File: src/rtl/mbx_pkg.sv
package mbx_pkg;

  typedef enum logic [1:0] {
    SQ_OPC  = 2'd0,
    SQ_OPND = 2'd1,
    SQ_RPL  = 2'd2
  } sq_t;

  typedef enum logic [1:0] {
    CL_NONE = 2'd0,
    CL_IN   = 2'd1,
    CL_OUT  = 2'd2,
    CL_RSV  = 2'd3
  } cls_t;

  localparam int ST_WOK = 0;
  localparam int ST_ROK = 1;
  localparam int ST_ERR = 2;

  function automatic sq_t after_opcode(cls_t c);
    case (c)
      CL_IN:   return SQ_OPND;
      CL_OUT:  return SQ_RPL;
      default: return SQ_OPC;
    endcase
  endfunction

endpackage

File: src/rtl/mbx_seq.sv
module mbx_seq
  import mbx_pkg::*;
#(
  parameter int CLS_W = 2
) (
  input  logic             clk,
  input  logic             rst,
  input  logic             bus_wr,
  input  logic             bus_rd,
  input  logic [CLS_W-1:0] cls,
  input  logic             wok,
  input  logic             rok,
  output logic             acc_wr,
  output logic             wr_is_opc,
  output logic             acc_rd,
  output logic             viol,
  output logic             awaiting
);

  sq_t state, state_nx;

  assign awaiting  = (state == SQ_RPL);
  assign acc_wr    = bus_wr && wok && !awaiting;
  assign acc_rd    = bus_rd && rok;
  assign wr_is_opc = (state == SQ_OPC);
  assign viol      = (bus_wr && !acc_wr) || (bus_rd && !acc_rd);

  always_comb begin
    state_nx = state;
    if (acc_wr) begin
      if (state == SQ_OPC) state_nx = after_opcode(cls_t'(cls[1:0]));
      else                 state_nx = SQ_OPC;
    end else if (acc_rd) begin
      state_nx = SQ_OPC;
    end
  end

  always_ff @(posedge clk) begin
    if (rst) state <= SQ_OPC;
    else     state <= state_nx;
  end

endmodule

File: src/rtl/mbx_flags.sv
module mbx_flags (
  input  logic clk,
  input  logic rst,
  input  logic acc_wr,
  input  logic consume,
  input  logic rep_take,
  input  logic acc_rd,
  input  logic viol,
  input  logic st_rd,
  output logic wok,
  output logic rok,
  output logic err
);

  always_ff @(posedge clk) begin
    if (rst) begin
      wok <= 1'b1;
      rok <= 1'b0;
      err <= 1'b0;
    end else begin
      if (acc_wr)       wok <= 1'b0;
      else if (consume) wok <= 1'b1;

      if (rep_take)    rok <= 1'b1;
      else if (acc_rd) rok <= 1'b0;

      if (viol)       err <= 1'b1;
      else if (st_rd) err <= 1'b0;
    end
  end

endmodule

File: src/rtl/mbx_hold.sv
module mbx_hold #(
  parameter int DW = 16
) (
  input  logic          clk,
  input  logic          rst,
  input  logic          acc_wr,
  input  logic          wr_is_opc,
  input  logic [DW-1:0] wdata,
  input  logic          consume,
  input  logic          rep_take,
  input  logic [DW-1:0] rep_data,
  output logic          srv_valid,
  output logic [DW-1:0] srv_word,
  output logic          srv_tag,
  output logic [DW-1:0] rdata
);

  always_ff @(posedge clk) begin
    if (rst) begin
      srv_valid <= 1'b0;
      srv_word  <= '0;
      srv_tag   <= 1'b0;
      rdata     <= '0;
    end else begin
      if (acc_wr) begin
        srv_valid <= 1'b1;
        srv_word  <= wdata;
        srv_tag   <= wr_is_opc;
      end else if (consume) begin
        srv_valid <= 1'b0;
      end
      if (rep_take) rdata <= rep_data;
    end
  end

endmodule

File: src/rtl/cmd_mailbox.sv
module cmd_mailbox
  import mbx_pkg::*;
#(
  parameter int DW    = 16,
  parameter int CLS_W = 2
) (
  input  logic          clk,
  input  logic          rst,
  input  logic          bus_wr,
  input  logic [DW-1:0] bus_wdata,
  input  logic          bus_rd,
  output logic [DW-1:0] bus_rdata,
  input  logic          bus_st_rd,
  output logic [DW-1:0] bus_status,
  output logic          srv_valid,
  input  logic          srv_ready,
  output logic [DW-1:0] srv_word,
  output logic          srv_tag,
  input  logic          rep_valid,
  input  logic [DW-1:0] rep_data
);

  localparam int CLS_LSB = DW - CLS_W;

  logic acc_wr, wr_is_opc, acc_rd, viol, awaiting;
  logic wok, rok, err;
  logic consume, rep_take;

  assign consume  = srv_valid && srv_ready;
  assign rep_take = rep_valid && awaiting && !rok;

  mbx_seq #(.CLS_W(CLS_W)) u_seq (
    .clk(clk), .rst(rst), .bus_wr(bus_wr), .bus_rd(bus_rd),
    .cls(bus_wdata[DW-1:CLS_LSB]), .wok(wok), .rok(rok),
    .acc_wr(acc_wr), .wr_is_opc(wr_is_opc), .acc_rd(acc_rd),
    .viol(viol), .awaiting(awaiting)
  );

  mbx_flags u_flags (
    .clk(clk), .rst(rst), .acc_wr(acc_wr), .consume(consume),
    .rep_take(rep_take), .acc_rd(acc_rd), .viol(viol), .st_rd(bus_st_rd),
    .wok(wok), .rok(rok), .err(err)
  );

  mbx_hold #(.DW(DW)) u_hold (
    .clk(clk), .rst(rst), .acc_wr(acc_wr), .wr_is_opc(wr_is_opc),
    .wdata(bus_wdata), .consume(consume), .rep_take(rep_take),
    .rep_data(rep_data), .srv_valid(srv_valid), .srv_word(srv_word),
    .srv_tag(srv_tag), .rdata(bus_rdata)
  );

  always_comb begin
    bus_status         = '0;
    bus_status[ST_WOK] = wok;
    bus_status[ST_ROK] = rok;
    bus_status[ST_ERR] = err;
  end

endmodule

File: config.mk
export PLATFORM = sky130hd
export DESIGN_NAME = cmd_mailbox
export DESIGN_NICKNAME = d
export VERILOG_FILES = /design/src/rtl/mbx_pkg.sv /design/src/rtl/mbx_seq.sv /design/src/rtl/mbx_flags.sv /design/src/rtl/mbx_hold.sv /design/src/rtl/cmd_mailbox.sv
export SDC_FILE = /design/constraint.sdc
export NUM_CORES = 1
export LEC_CHECK = 0
export BUFFER_PORTS_ARGS = -buffer_cell sky130_fd_sc_hd__buf_2
export CAP_MARGIN = 10
export CORE_MARGIN = 3
export CORE_UTILIZATION = 44
export DETAILED_ROUTE_END_ITERATION = 6
export GPL_TIMING_DRIVEN = 0
export PLACE_DENSITY_LB_ADDON = 0.1
export SLEW_MARGIN = 10
export SYNTH_ARGS = -nofsm -noshare
export SYNTH_HDL_FRONTEND = slang
export SYNTH_HIERARCHICAL = 1
export SYNTH_SLANG_ARGS = --single-unit
File: constraint.sdc
create_clock -name clk -period 1.8 [get_ports clk]
set_clock_uncertainty 0.05 [all_clocks]
set_input_delay 0.36 -clock clk [delete_from_list [all_inputs] [get_ports clk]]
set_output_delay 0.36 -clock clk [all_outputs]
set_load 0.01 [all_outputs]
==> impl_metrics.json, run 1 <==
{
  "run_status": "finished clean",
  "grt_start_max_net_pins": 12,
  "cts_buffers": 5,
  "netlist.area_leader.share": 0.4837,
  "synth-compound-area-share": 0.03101,
  "fin_setup_tns_ps": 0,
  "post-route-util": 0.6332,
  "wl_um": 3097,
  "crit_path_end_kind": "flop",
  "avgRoutedWirePerCell_um": 10.25,
  "cp.required_ps": 1930,
  "die_area_sq_mm": 0.004431,
  "yosys_top_cell_by_area": "dfxtp_1",
  "synth_enable_flop_cells": 0,
  "dr_drc_count": 0,
  "first_global_vias": 1112,
  "path_max_fanout": 10,
  "final_critical_delay_including_setup_and_external_delays_ps": 1545,
  "drt-initial-drc-count": 32,
  "startpoint_type": "flop",
  "grt_pass1_wl_um": 4954,
  "synth_cell_type_count": 22,
  "main_combinational_cell_family_by_area_after_synthesis": "multiplexers",
  "synth_seq_cells": 39,
  "cts.htree.levels": 2,
  "setup_violators_final": 0,
  "die-height_um": 66.57,
  "cts-resized-gates": 0,
  "max_freq_ghz": 0.6474,
  "drv.max_cap_violation_count": 0,
  "drtAntennaViolNets": 0,
  "synthFlopType": "dfxtp_1",
  "synthesis.instances": 162,
  "drt-pass1-iter-count": 4,
  "port-buffer-count": 75,
  "post_synth_main_area_contributors": "dfxtp_1 (48%), mux2i_1 (20%), nor2_1 (8.4%)",
  "cell_leakage_power_nw": 1.125,
  "unrepaired_setup_endpoints_after_global_routing": "no",
  "std_cell_rows": 21,
  "period_share": 0.8581,
  "route.detailed.vias_per_inst": 4.268,
  "cp_data_arrival_time_ps": 1670,
  "clockBufferDepth": 2,
  "fraction_of_the_mapped_netlist_area_in_simple_logic_gates": 0.1364,
  "globalRouteOverflowTotal": 0,
  "final_nets": 295,
  "hold-worst-slack_ps": 259.7,
  "cellPowerDensity_mw_per_mm2": 825.1,
  "layout-area-overhead-vs-synth_pct": 35.04,
  "drive_above_1_share": 0.4219,
  "antenna_found_initial": 0,
  "synth-seq-area-share": 0.4837,
  "synth.mux.area_fraction": 0.2047,
  "die_x_um": 66.57,
  "yosysMostFrequentCell": "dfxtp_1",
  "clk-insertion-delay-late_ps": 280,
  "placed_cells": 295,
  "num_io_pins": 89,
  "postCtsHoldBufs": 0,
  "worst_setup_hold_path_clk_slew_ps": 70,
  "synthTopCellsByCount": "dfxtp_1 (39), nor2_1 (36), mux2i_1 (33), buf_4 (16), inv_1 (7)",
  "num_antenna_cells": 0,
  "routability_congestion": 0.6457,
  "netlist_area_sq_mm": 0.001614,
  "synthesis.yosys.warnings": 6,
  "max-vdd-ir-drop_v": 0.0004963,
  "critPathKind": "reg2reg",
  "clock_sinks": 39,
  "yosys.area_share.adder": 0,
  "start_util": 0.4689,
  "cts_root_buffer": "clkbuf_8",
  "detailroute.via_count": 1289,
  "finalNonFillerCells": 302,
  "all_layer_global_routing_usage": 0.1491,
  "totalPowerFinal_mw": 1.798,
  "core_sq_mm": 0.003442,
  "tritoncts": "built",
  "place_hpwl_um": 2400,
  "synth_async_sr_flop_share": 0,
  "timing.final.max_slew_violations": 0,
  "cts_setup_buffers": 0,
  "hold_path_class": "in2reg",
  "synthXorXnorAreaFrac": 0,
  "number_of_hold_violations_in_the_final_report": 0,
  "syn_area_per_cell_sq_um": 9.963
}
worst max-delay path, cell delays in order, from the launching register on:
cell     delay, ps
dfxtp_1        370
nor2b_1        230
and3b_1        230
buf_6          160
buf_12         150
mux2i_1        200
nor2_1          50
layout make-up:
type	instances	area [sq um]
Timing Repair Buffer	75	375.4
Tap cell	46	57.56
Inverter	7	26.28
Multi-Input combinational cell	104	649.4
Sequential cell	39	780.7
Fill cell	338	1262
Buffer	24	202.7
Clock inverter	1	5.005
Clock buffer	6	82.58
cells in the final DEF (no fill, tap or decap), drive strengths merged, types with 2 or more instances in the layout:
master,n
clkbuf,6
o21ai,2
buf,99
nand2b,5
dfxtp,39
or4,2
inv,7
a21oi,5
mux2i,33
nor2,36
nand2,2
conb,13
state kept, by name, summed over array words and instances, names as in the netlist:
register / cells
u_hold/srv_tag: 1
u_hold/rdata: 16
u_hold/srv_word: 16
u_flags/wok: 1
u_seq/state: 2
u_flags/err: 1
u_flags/rok: 1
u_hold/srv_valid: 1
where the power goes:
group	internal, mW	leakage, nW	switching, mW
Clock	0.300	0.0470	0.272
Sequential	0.908	0.318	0.0234
Combinational	0.156	0.759	0.139
worst paths after layout:
path | endpoint | slack, ps | cells after the start | start
setup / recovery | u_hold/rdata[8] | 260 | 6 | u_seq/state[1]
hold / removal | u_hold/rdata[10] | 260 | 3 | rep_data[10]
setup reg to reg | u_hold/rdata[8] | 260 | 6 | u_seq/state[1]
hold reg to reg | u_flags/err | 430 | 2 | u_flags/err
logic make-up after synthesis:
logic type,count (synthesis)
AOI/OAI and AO/OA,9
buffers and inverters,31
DFF,39
muxes,33
other,1
and+or+nand+nor,49
stage by stage:
| stage | setup WS [ps] | instance area, sq um |
|---|---|---|
| finish | 255.4 | 2180 |
| global route | 106.4 | 2180 |
| CTS | 252.7 | 2180 |
| detailed placement | 255.4 | 2092 |
| global placement | 253.4 | 2092 |
| floorplan | 425.3 | 1659 |
per-layer routing:
metal  part of all wire  global-route usage
met5                  0                   0
met4              0.014             0.08376
met3               0.11             0.05396
met2               0.45              0.2215
met1               0.43              0.1848
Power figures use the tool's default switching activity.
==> run 2: changes to the inputs <==
--- a/config.mk
+++ b/config.mk
@@ -7,8 +7,11 @@
 export LEC_CHECK = 0
 export BUFFER_PORTS_ARGS = -buffer_cell sky130_fd_sc_hd__buf_2
 export CAP_MARGIN = 10
+export CELL_PAD_IN_SITES_DETAIL_PLACEMENT = 1
+export CELL_PAD_IN_SITES_GLOBAL_PLACEMENT = 1
+export CORE_ASPECT_RATIO = 1.1
 export CORE_MARGIN = 3
-export CORE_UTILIZATION = 44
+export CORE_UTILIZATION = 31
 export DETAILED_ROUTE_END_ITERATION = 6
 export GPL_TIMING_DRIVEN = 0
 export PLACE_DENSITY_LB_ADDON = 0.1
==> impl_metrics.json, run 2 (synthesized netlist as in run 1, its figures left out) <==
{
  "std_cell_rows": 26,
  "critical_path.slowest_cell": "dfxtp_1",
  "dp_slack_ps": 197.8,
  "all_layer_global_routing_usage": 0.1234,
  "fin_setup_tns_ps": 0,
  "timing.critical_path.slowest_cell_delay_ps": 380,
  "path_max_fanout": 10,
  "clockBufferDepth": 2,
  "run_status": "finished clean",
  "critical_path.cell_chain": "nor2b_1 > and3b_1 > buf_6 > buf_12 > mux2i_1 > nor2_1",
  "cts-resized-gates": 0,
  "unrepaired_setup_endpoints_after_global_routing": "no",
  "cts_setup_buffers": 0,
  "clk-insertion-delay-late_ps": 280,
  "final_common_cell": "buf_2",
  "startpoint_type": "flop",
  "grt_start_max_net_pins": 13,
  "crit_path_end_kind": "flop",
  "cts_root_buffer": "clkbuf_8",
  "die_area_sq_mm": 0.006110,
  "largestRegisters": "u_hold/rdata x16, u_hold/srv_word x16, u_seq/state x2",
  "cts.htree.levels": 2,
  "multi_input_area_sq_um": 649.4,
  "antenna_found_initial": 0,
  "clock_sinks": 39,
  "setup_violators_final": 0,
  "timing.final.max_slew_violations": 0,
  "max_freq_ghz": 0.6293,
  "finalWorstSetupSlack_ps": 210.9,
  "cp.required_ps": 1930,
  "max-vdd-ir-drop_v": 0.0005047,
  "final_nets": 295,
  "final_cell_mix": "buf_2 (79), dfxtp_1 (39), nor2_1 (36), mux2i_1 (33), buf_4 (16)",
  "die-height_um": 81.68,
  "tritoncts": "built",
  "dr_drc_count": 0,
  "cell_leakage_power_nw": 1.119,
  "port-buffer-count": 75,
  "start_util": 0.3330,
  "layout-area-overhead-vs-synth_pct": 35.66,
  "first_global_vias": 1315,
  "hold_path_class": "in2reg",
  "detailroute.via_count": 1334,
  "drive_above_1_share": 0.4202,
  "postCtsHoldBufs": 0,
  "die_x_um": 74.80,
  "filler_cell_count": 614,
  "period_share": 0.8828,
  "post-route-util": 0.4517,
  "cp_data_arrival_time_ps": 1720,
  "route.detailed.vias_per_inst": 4.262,
  "cts_buffers": 5,
  "final_critical_delay_including_setup_and_external_delays_ps": 1589,
  "number_of_hold_violations_in_the_final_report": 0,
  "avgRoutedWirePerCell_um": 11.70,
  "drtAntennaViolNets": 0,
  "core_sq_mm": 0.004847,
  "globalRouteOverflowTotal": 0,
  "wl_um": 3661,
  "routability_congestion": 0.7156,
  "drv.max_cap_violation_count": 0,
  "place_hpwl_um": 2905,
  "critPathKind": "reg2reg",
  "grt_pass1_wl_um": 5706,
  "num_io_pins": 89,
  "drt-pass1-iter-count": 3,
  "num_antenna_cells": 0,
  "drt-initial-drc-count": 30,
  "cellPowerDensity_mw_per_mm2": 821.5,
  "footprint_of_the_flip_flops_and_latches_sq_um": 780.7,
  "worst_setup_hold_path_clk_slew_ps": 70
}
run 2: area by class of cell:
type / instances / area share
Clock buffer: 6 / 0.03314
Multi-Input combinational cell: 104 / 0.2966
Clock inverter: 2 / 0.005714
Inverter: 7 / 0.01200
Tap cell: 56 / 0.03200
Sequential cell: 39 / 0.3566
Timing Repair Buffer: 75 / 0.1714
Buffer: 24 / 0.09257
run 2: path summary, 6_finish.rpt:
check / from / to / slack [ps] / depth (start not counted)
worst min-delay path: rep_data[7] / u_hold/rdata[7] / 250 / 3
worst min register to register: u_flags/err / u_flags/err / 420 / 2
worst max register to register: u_seq/state[1] / u_hold/rdata[14] / 210 / 6
worst max-delay path: u_seq/state[1] / u_hold/rdata[14] / 210 / 6
run 2: power breakdown:
group          switching (mW)  internal (mW)
Clock                   0.298          0.271
Sequential             0.0232          0.907
Combinational           0.143          0.156
Total                   0.464           1.33
run 2: routing by layer:
layer / share of wire / vias to the layer above / GRT usage
met1: 0.39 / 603 / 0.1189
li1: - / 681 / -
met2: 0.52 / 46 / 0.2302
met4: 0.011 / 0 / 0.04270
met5: 0 / - / 0
met3: 0.082 / 4 / 0.05386
run 2: critical path, delay by kind of cell, from the launching register on:
kind | cells | cell delay (ps)
buffers and inverters | 2 | 310
DFF | 1 | 380
muxes | 1 | 200
and+or+nand+nor | 3 | 530
run 2: metrics by stage:
| stage | hold slack, ps | instance area (sq um) | power [mW] | cells |
|---|---|---|---|---|
| final | 254.2 | 2190 | 1.799 | 313 |
| after global routing | 252.6 | 2190 | 1.907 | 313 |
| after CTS | 249.0 | 2190 | 1.832 | 313 |
| after detailed placement | 415.9 | 2105 | 1.256 | 305 |
| after global placement | 411.7 | 2105 | 1.251 | 305 |
| after floorplan | 379.1 | 1659 | 1.143 | 174 |
